`src/rtl/raw10_depacketizer.sv`:
```
module raw10_depacketizer #(
  parameter int PPW        = 2,
  parameter int FIFO_DEPTH = 16
) (
  input  logic              clk,
  input  logic              rst_n,
  input  logic [31:0]       lane_byte,
  input  logic [3:0]        lane_sot,
  output logic              pix_vld,
  output logic [PPW*10-1:0] pix_data,
  output logic              pix_sof,
  output logic              pix_sol,
  output logic              align_err
);
  localparam int PW   = 10;
  localparam int NSUB = 4 / PPW;
  localparam int AW   = $clog2(FIFO_DEPTH);
  localparam int HALF = (PPW > 1) ? PPW / 2 : 1;
  localparam logic [7:0] ID_FRAME = 8'h00;
  localparam logic [7:0] ID_RAW10 = 8'h2B;

  typedef enum logic [1:0] {S_IDLE, S_SKEW, S_PAY} st_t;
  st_t st;

  logic [31:0] dly, aw, inm;
  logic [3:0]  early;
  logic [15:0] rem;
  logic [63:0] gbuf;
  logic [3:0]  gcnt;
  logic        sof_pend, first_grp;

  always_comb
    for (int i = 0; i < 4; i++)
      aw[8*i +: 8] = early[i] ? dly[8*i +: 8] : lane_byte[8*i +: 8];

  wire        hdr_ok = (early | lane_sot) == 4'hF;
  wire [2:0]  nin    = (rem >= 16'd4) ? 3'd4 : rem[2:0];

  always_comb
    for (int i = 0; i < 4; i++)
      inm[8*i +: 8] = (3'(i) < nin) ? aw[8*i +: 8] : 8'h00;

  wire [63:0] merged = gbuf | ({32'h0, inm} << {gcnt, 3'b000});
  wire [3:0]  tot    = gcnt + {1'b0, nin};
  wire        grp    = (st == S_PAY) && (tot >= 4'd5);

  logic [3:0][PW-1:0] gpix;
  always_comb
    for (int k = 0; k < 4; k++)
      gpix[k] = {merged[8*k +: 8], merged[32 + 2*k +: 2]};

  logic [41:0]   mem [FIFO_DEPTH];
  logic [41:0]   cur;
  logic [AW-1:0] wp, rp;
  logic [AW:0]   fcnt;
  logic          busy;
  logic [1:0]    sub;

  wire full = fcnt == (AW+1)'(FIFO_DEPTH);
  wire push = grp && !full;
  wire last = sub == 2'(NSUB - 1);
  wire pop  = (fcnt != '0) && (!busy || last);

  always_ff @(posedge clk or negedge rst_n)
    if (!rst_n) begin
      st <= S_IDLE; dly <= '0; early <= '0; rem <= '0;
      gbuf <= '0; gcnt <= '0; sof_pend <= 1'b0; first_grp <= 1'b0;
      align_err <= 1'b0;
    end else begin
      dly       <= lane_byte;
      align_err <= 1'b0;
      case (st)
        S_IDLE: if (|lane_sot) begin
          early <= lane_sot;
          st    <= S_SKEW;
        end
        S_SKEW: begin
          st <= S_IDLE;
          gbuf <= '0; gcnt <= '0; first_grp <= 1'b1;
          if (!hdr_ok) align_err <= 1'b1;
          else if (aw[7:0] == ID_FRAME) sof_pend <= 1'b1;
          else if (aw[7:0] == ID_RAW10 && aw[23:8] != 16'h0) begin
            rem <= aw[23:8];
            st  <= S_PAY;
          end
        end
        S_PAY: begin
          rem <= rem - 16'(nin);
          if (rem <= 16'd4) st <= S_IDLE;
          if (grp) begin
            gbuf <= merged >> 40;
            gcnt <= tot - 4'd5;
          end else begin
            gbuf <= merged;
            gcnt <= tot;
          end
          if (push) begin
            first_grp <= 1'b0;
            if (first_grp) sof_pend <= 1'b0;
          end
        end
        default: st <= S_IDLE;
      endcase
    end

  always_ff @(posedge clk)
    if (push) mem[wp] <= {first_grp & sof_pend, first_grp, gpix};

  always_ff @(posedge clk or negedge rst_n)
    if (!rst_n) begin
      wp <= '0; rp <= '0; fcnt <= '0; cur <= '0; busy <= 1'b0; sub <= '0;
    end else begin
      if (push) wp <= (wp == AW'(FIFO_DEPTH - 1)) ? '0 : wp + 1'b1;
      if (pop) begin
        cur  <= mem[rp];
        rp   <= (rp == AW'(FIFO_DEPTH - 1)) ? '0 : rp + 1'b1;
        sub  <= '0;
        busy <= 1'b1;
      end else if (busy) begin
        if (last) busy <= 1'b0;
        else      sub  <= sub + 1'b1;
      end
      fcnt <= fcnt + (AW+1)'(push) - (AW+1)'(pop);
    end

  logic [3:0][PW-1:0] cpix;
  assign cpix    = cur[39:0];
  assign pix_vld = busy;
  assign pix_sol = busy && (sub == 2'd0) && cur[40];
  assign pix_sof = busy && (sub == 2'd0) && cur[41];

  for (genvar j = 0; j < PPW; j++) begin : g_slot
    localparam int SLOT = (PPW == 1) ? 0 : (j % 2) * HALF + j / 2;
    wire [1:0] idx = 2'(int'(sub) * PPW + j);
    assign pix_data[PW*SLOT +: PW] = cpix[idx];
  end
endmodule

```
`config.mk`:
```
export PLATFORM = sky130hd
export DESIGN_NAME = raw10_depacketizer
export DESIGN_NICKNAME = d
export VERILOG_FILES = /design/src/rtl/raw10_depacketizer.sv
export SDC_FILE = /design/constraint.sdc
export NUM_CORES = 1
export LEC_CHECK = 0
export ABC_CLOCK_PERIOD_IN_PS = 20000
export BUFFER_PORTS_ARGS = -buffer_cell sky130_fd_sc_hd__buf_4
export CORE_MARGIN = 2
export CORE_UTILIZATION = 51
export DETAILED_ROUTE_END_ITERATION = 8
export GPL_TIMING_DRIVEN = 0
export PLACE_DENSITY = 0.77
export SETUP_SLACK_MARGIN = 0.2
export SYNTH_ARGS = -nofsm -noshare
export SYNTH_HDL_FRONTEND = slang
export SYNTH_SLANG_ARGS = --single-unit
```
`constraint.sdc`:
```
create_clock -name clk -period 20 [get_ports clk]
set_clock_uncertainty 0.15 [all_clocks]
set_input_delay 1 -clock clk [delete_from_list [all_inputs] [get_ports clk]]
set_output_delay 1 -clock clk [all_outputs]
set_load 0.1 [all_outputs]
```
Word-level counts from Yosys, hierarchy flattened. Memory sizes are Yosys's and may differ from the RTL's. A register that Yosys moved wholly into a read port is not among the register bits. Cells that the tools add are included.

Word-level logic and storage cells: 125. ROM bits: 0. Output and inout port bits: 24. Bits in latches: 0. Memories: 1. Register bits after elaboration: 141. RAM bits: 672. Bits of input ports: 38.

Mux-type cells: 46. Reductions and logical operators: 25. Shift operators: 1. Bitwise logic cells: 3. Add/sub/neg operators: 9. Divide/modulo/power cells: 0. Order comparisons: 9. Multipliers: 0. Eq/ne operators: 17.

Memories: mem (words 16, bits a word 42, read ports 1, clocked after memory_dff 1, write ports 1, line 52) `logic [41:0] mem [FIFO_DEPTH];`.

Operators with widths (count): one-hot mux 64 bit (2 select lines) (1); two-way mux 64 bit (1); two-way mux 8 bit (8); bitwise OR 64 bit (1); << shifter 32 x 7 -> 64 bit (1); two-way mux 16 bit (3); one-hot mux 16 bit (2 select lines) (1); two-way mux 10 bit (3); binary-select mux 10 bit (select 2 bit) (1); >= comparator 16 x 3 -> 1 bit, second input constant (1); less-or-equal comparator 16 x 3 -> 1 bit, second input constant (1); two-way mux 2 bit (8); nonzero test 16 bit (1); subtractor 16 x 3 -> 16 bit (1); inequality test 2 bit, second input constant (7); equality test 4 bit, second input constant (3); two-way mux 1 bit (12); two-way mux 4 bit (3); adder 4 x 1 -> 4 bit, second input constant (2); equality test 8 x 6 -> 1 bit, second input constant (1); logical NOT 8 bit (1); one-hot mux 4 bit (2 select lines) (1); AND reduction 2 bit (4); logical AND 1 bit (7); 26 further kinds (37).

Logic depth before layout (Yosys ltp).
Depth after elaboration: 8. Mapped depth: 24. Mapped depth without buffers: 21.

Worst setup path before layout. OpenSTA, ideal clock, no wires.

Kind: register -> register. Start: register rem[3]. End: memory mem[0][0] (enable). Data arrival time: 6874 ps. Path buffers: 3. Clock period less this slack: 7517 ps. Library setup time: 493 ps. Stages on the path, launching flop included: 18. Data required time: 19357 ps. Path slack: 12483 ps. Path through: dfrtp_1 -> buf_6 -> or4_4 -> nor4_4 -> inv_2 -> buf_6 -> nor2_1 -> ha_1 -> inv_1 -> fa_1 -> ha_1 -> nor2b_1 -> o2111ai_1 -> nand2_1 -> a311oi_1 -> clkbuf_1 -> nand2_1 -> nor3_1.

Word-level cells in the longest chain between the ends: 8.

Ends and longest elaborated chain: start: declaration (line 27) `logic [15:0] rem;`; start signal: assignment (line 83) `rem <= aw[23:8];`; start signal: assignment (line 88) `rem <= rem - 16'(nin);`; >= comparator 16 x 3 -> 1 bit (line 37) `wire [2:0] nin = (rem >= 16'd4) ? 3'd4 : rem[2:0];`; two-way mux 3 bit (line 37); adder 4 x 3 -> 4 bit (line 44) `wire [3:0] tot = gcnt + {1'b0, nin};`; >= comparator 4 x 3 -> 1 bit (line 45) `wire grp = (st == S_PAY) && (tot >= 4'd5);`; logical AND 1 bit (line 45); logical AND 1 bit (line 60) `wire push = grp && !full;`; two-way mux 1 bit (line 107) `if (push) mem[wp] <= {first_grp & sof_pend, first_grp, gpix};`; two-way mux 1 bit (not written as such) (line 107); end: declaration (line 52).

No other way between the ends.

Worst setup path in the final report.
Start: register rem[15]. End: memory mem[2][19] (enable).

Same word-level chain as after synthesis.

==> results.yml <==
run_status:
  status: "complete, but fails checks"
  violations: "max-capacitance violations, max-slew violations"
power_and_ir_drop:
  p_leak_nw: 14.55
  power_density_mw_per_mm2: 140.7
  swShare: 0.3617
  internal_power_mw: 3.768
  pwr-share-clk: 0.290
  seq_power_share: 0.371
  switching_power_mw: 2.135
  irDropWorstVdd_mv: 0.1143
  comb_power_share: 0.339
critical_path:
  cp_max_fo: 10
  r2r_end: "mem[2][19]"
  path_class: "reg2reg"
  endpoint_kind: "flop"
  start_kind: "flop"
  reg2reg_slack_ns: 12.74
  crit_required_ns: 20.17
  rr_startpoint: "rem[15]"
  arrival_ns: 7.43
  rr_worst_depth: 19
  startpoint: "rem[15]"
  setup.worst_path.end: "mem[2][19]"
drt:
  drc: 0
  vias_per_cell: 6.583
  wire_per_inst_um: 30.95
  antenna_left: 0
  routed_wl_um: 110200
  first_pass_iters: 6
  drtIter0Drc: 2960
  vias: 23440
clock_network:
  hold_buffers: 0
  post_cts_buffers: 0
  clockRootBuffer: "clkbuf_16"
  numClockSinks: 855
  cts_tree: "yes"
  cts.htree.levels: 3
  clock_latency_ns: 0.64
  cts_resized: 0
  clk_path_buf_depth: 3
  clkSlewWorstSetupHoldPaths_ns: 0.06
  numCtsBuffers: 86
yosys:
  synth_top_area_frac: 0.5565
  synthTopCellsByArea: "edfxtp_1 (56%), dfrtp_1 (13%), mux4_2 (5.2%)"
  ys_dominant_reg_cell: "edfxtp_1"
  yosysTopAreaCell: "edfxtp_1"
  syn_inst: 2342
  postSynthNetCount: 2404
  async_flop_share: 0.2140
  ys_ff_latch: 855
  synth_area_mm2: 0.03626
  syn_area_per_cell_um2: 15.48
  yosys_warnings: 0
  synth_cell_types: 72
  ys_seq_area_frac: 0.6827
  synth_edf_count: 672
global_route:
  grt_pass1_vias: 23550
  grt_pass1_wl_um: 160400
  grt_antenna_before_repair: 3
  grt_overflow: 0
  grt_max_degree: 68
  grt_use_total: 0.3007
floorplan:
  ios: 62
  start_util: 0.5161
  core_mm2: 0.07027
  die_w_um: 270.7
  die_h_um: 270.7
  die_area_mm2: 0.07325
  fp-row-count: 97
cells_and_area:
  drive_above_1_share: 0.2005
  layout_common_cells: "edfxtp_1 (672), dfrtp_1 (183), mux2i_1 (148), nand2_1 (147), clkbuf_1 (117)"
  synthToLayoutAreaGrowth_pct: 15.72
  final_nets: 2609
  fillCellCount: 5048
  layout_commonest_cell: "edfxtp_1"
timing:
  tightest_slew_ns: 1.600
  maxSlewViolCount: 9
  hold_viol: 0
  max_slew_margin: -0.09685
  fin_crit_ns: 7.261
  period_share: 0.3631
  grt_setup_unrepaired: "no"
  fmaxAchievable_mhz: 137.7
  timing.final.ws_setup_ns: 12.74
  finalSetupViolations: 0
  tns_ns: 0
min_path:
  hold_class: "in2async"
placement:
  port-buffer-count: 61
  gp_congestion: 0.9621
  pre_cts_ws_ns: 12.78
  dp_hpwl_um: 75570
flow_run:
  cap_violations: 1
[layout make-up]
cell class,count,area [µm²],share of cell area
Sequential cell,855,24760,0.5900
Multi-Input combinational cell,1299,10920,0.2603
Clock buffer,109,2361,0.05626
Timing Repair Buffer,117,1309,0.03119
Tap cell,940,1176,0.02803
Clock inverter,51,673.1,0.01604
Buffer,150,615.6,0.01467
Inverter,38,142.6,0.003399
Antenna cell,1,2.502,0.00005963
[worst min path at each step]
stage / to / slack [ns] / depth (start not counted)
2_1_floorplan: cur[40] / 0.29 / 2
3_3_place_gp: gbuf[4] / 0.32 / 2
3_5_place_dp: gbuf[4] / 0.32 / 2
4_1_cts: gbuf[20] / 0.17 / 1
5_1_grt: gbuf[20] / 0.19 / 1
6_report: gbuf[20] / 0.16 / 1
[power by group through the flow]
stage          registers (mW)  clock network (mW)  logic [mW]
6_report                 2.19                1.71        2.00
5_1_grt                  2.19                1.79        2.09
4_1_cts                  2.18                1.73        1.97
3_5_place_dp             2.22                   0        1.95
3_3_place_gp             2.22                   0        1.88
2_1_floorplan            2.17                   0        1.30
[cell usage after synthesis (23+ instances only)]
library cell	n
edfxtp_1	672
dfrtp_1	183
mux2i_1	157
nand2_1	147
clkbuf_1	104
a21oi_1	91
nor2_1	90
mux2_2	89
mux4_2	84
o21ai_0	83
o221ai_1	71
o22ai_1	59
o31ai_1	45
a21boi_0	42
inv_1	37
a21o_1	28
buf_1	26
a211oi_1	25
a221oi_1	23
[sequential cells by signal, indices dropped and copies added (netlist names), 5 cells and up]
| name | cells |
|---|---|
| mem | 672 |
| gbuf | 64 |
| cur | 42 |
| dly | 32 |
| rem | 16 |
| fcnt | 5 |
[critical path, stage by stage, from the launching register on]
cell       delay (ns)
dfrtp_1          0.43
or4_1            0.62
nor4_4           0.47
inv_2            0.18
buf_6            0.20
nor2_1           0.12
ha_1             0.22
inv_1            0.08
fa_1             0.53
ha_1             0.26
nor2b_1          0.15
o2111ai_1        0.40
nand2_1          0.44
a311oi_1         0.55
clkbuf_1         0.36
nand2_1          0.32
nor3_2           0.76
buf_6            0.29
buf_8            0.17
buf_4            0.23
[routing by layer]
layer	wire, µm	vias up	share of wire	GRT usage
met4	5004	2	0.045	0.1271
met1	42010	11990	0.38	0.4030
met2	53310	1378	0.48	0.4939
li1	-	9782	-	-
met5	13	-	0.00012	0
met3	9838	288	0.089	0.04562
[logic make-up after synthesis]
group                      after synthesis  share of synthesized area
DFF                                    855                     0.6827
AOI/OAI and AO/OA                      588                     0.1168
and+or+nand+nor                        347                    0.04547
muxes                                  330                     0.1231
buffers and inverters                  188                    0.02091
adders and majority gates               24                   0.008695
xor gates and xnor gates                 9                   0.002174
other                                    1                  0.0001034
[through the flow]
| step | hold slack, ns | instances | power (mW) | instance area, µm² | util |
|---|---|---|---|---|---|
| after floorplan | 0.2914 | 2342 | 3.470 | 36260 | - |
| after global placement | 0.3162 | 3343 | 4.095 | 37900 | 0.5393 |
| after detailed placement | 0.3229 | 3398 | 4.173 | 38880 | 0.5534 |
| after CTS | 0.1743 | 3558 | 5.876 | 41920 | 0.5965 |
| after global routing | 0.1919 | 3559 | 6.076 | 41960 | 0.5971 |
| final | 0.1600 | 3560 | 5.903 | 41960 | 0.5972 |
Note: power is estimated with default switching activity, not from simulation.
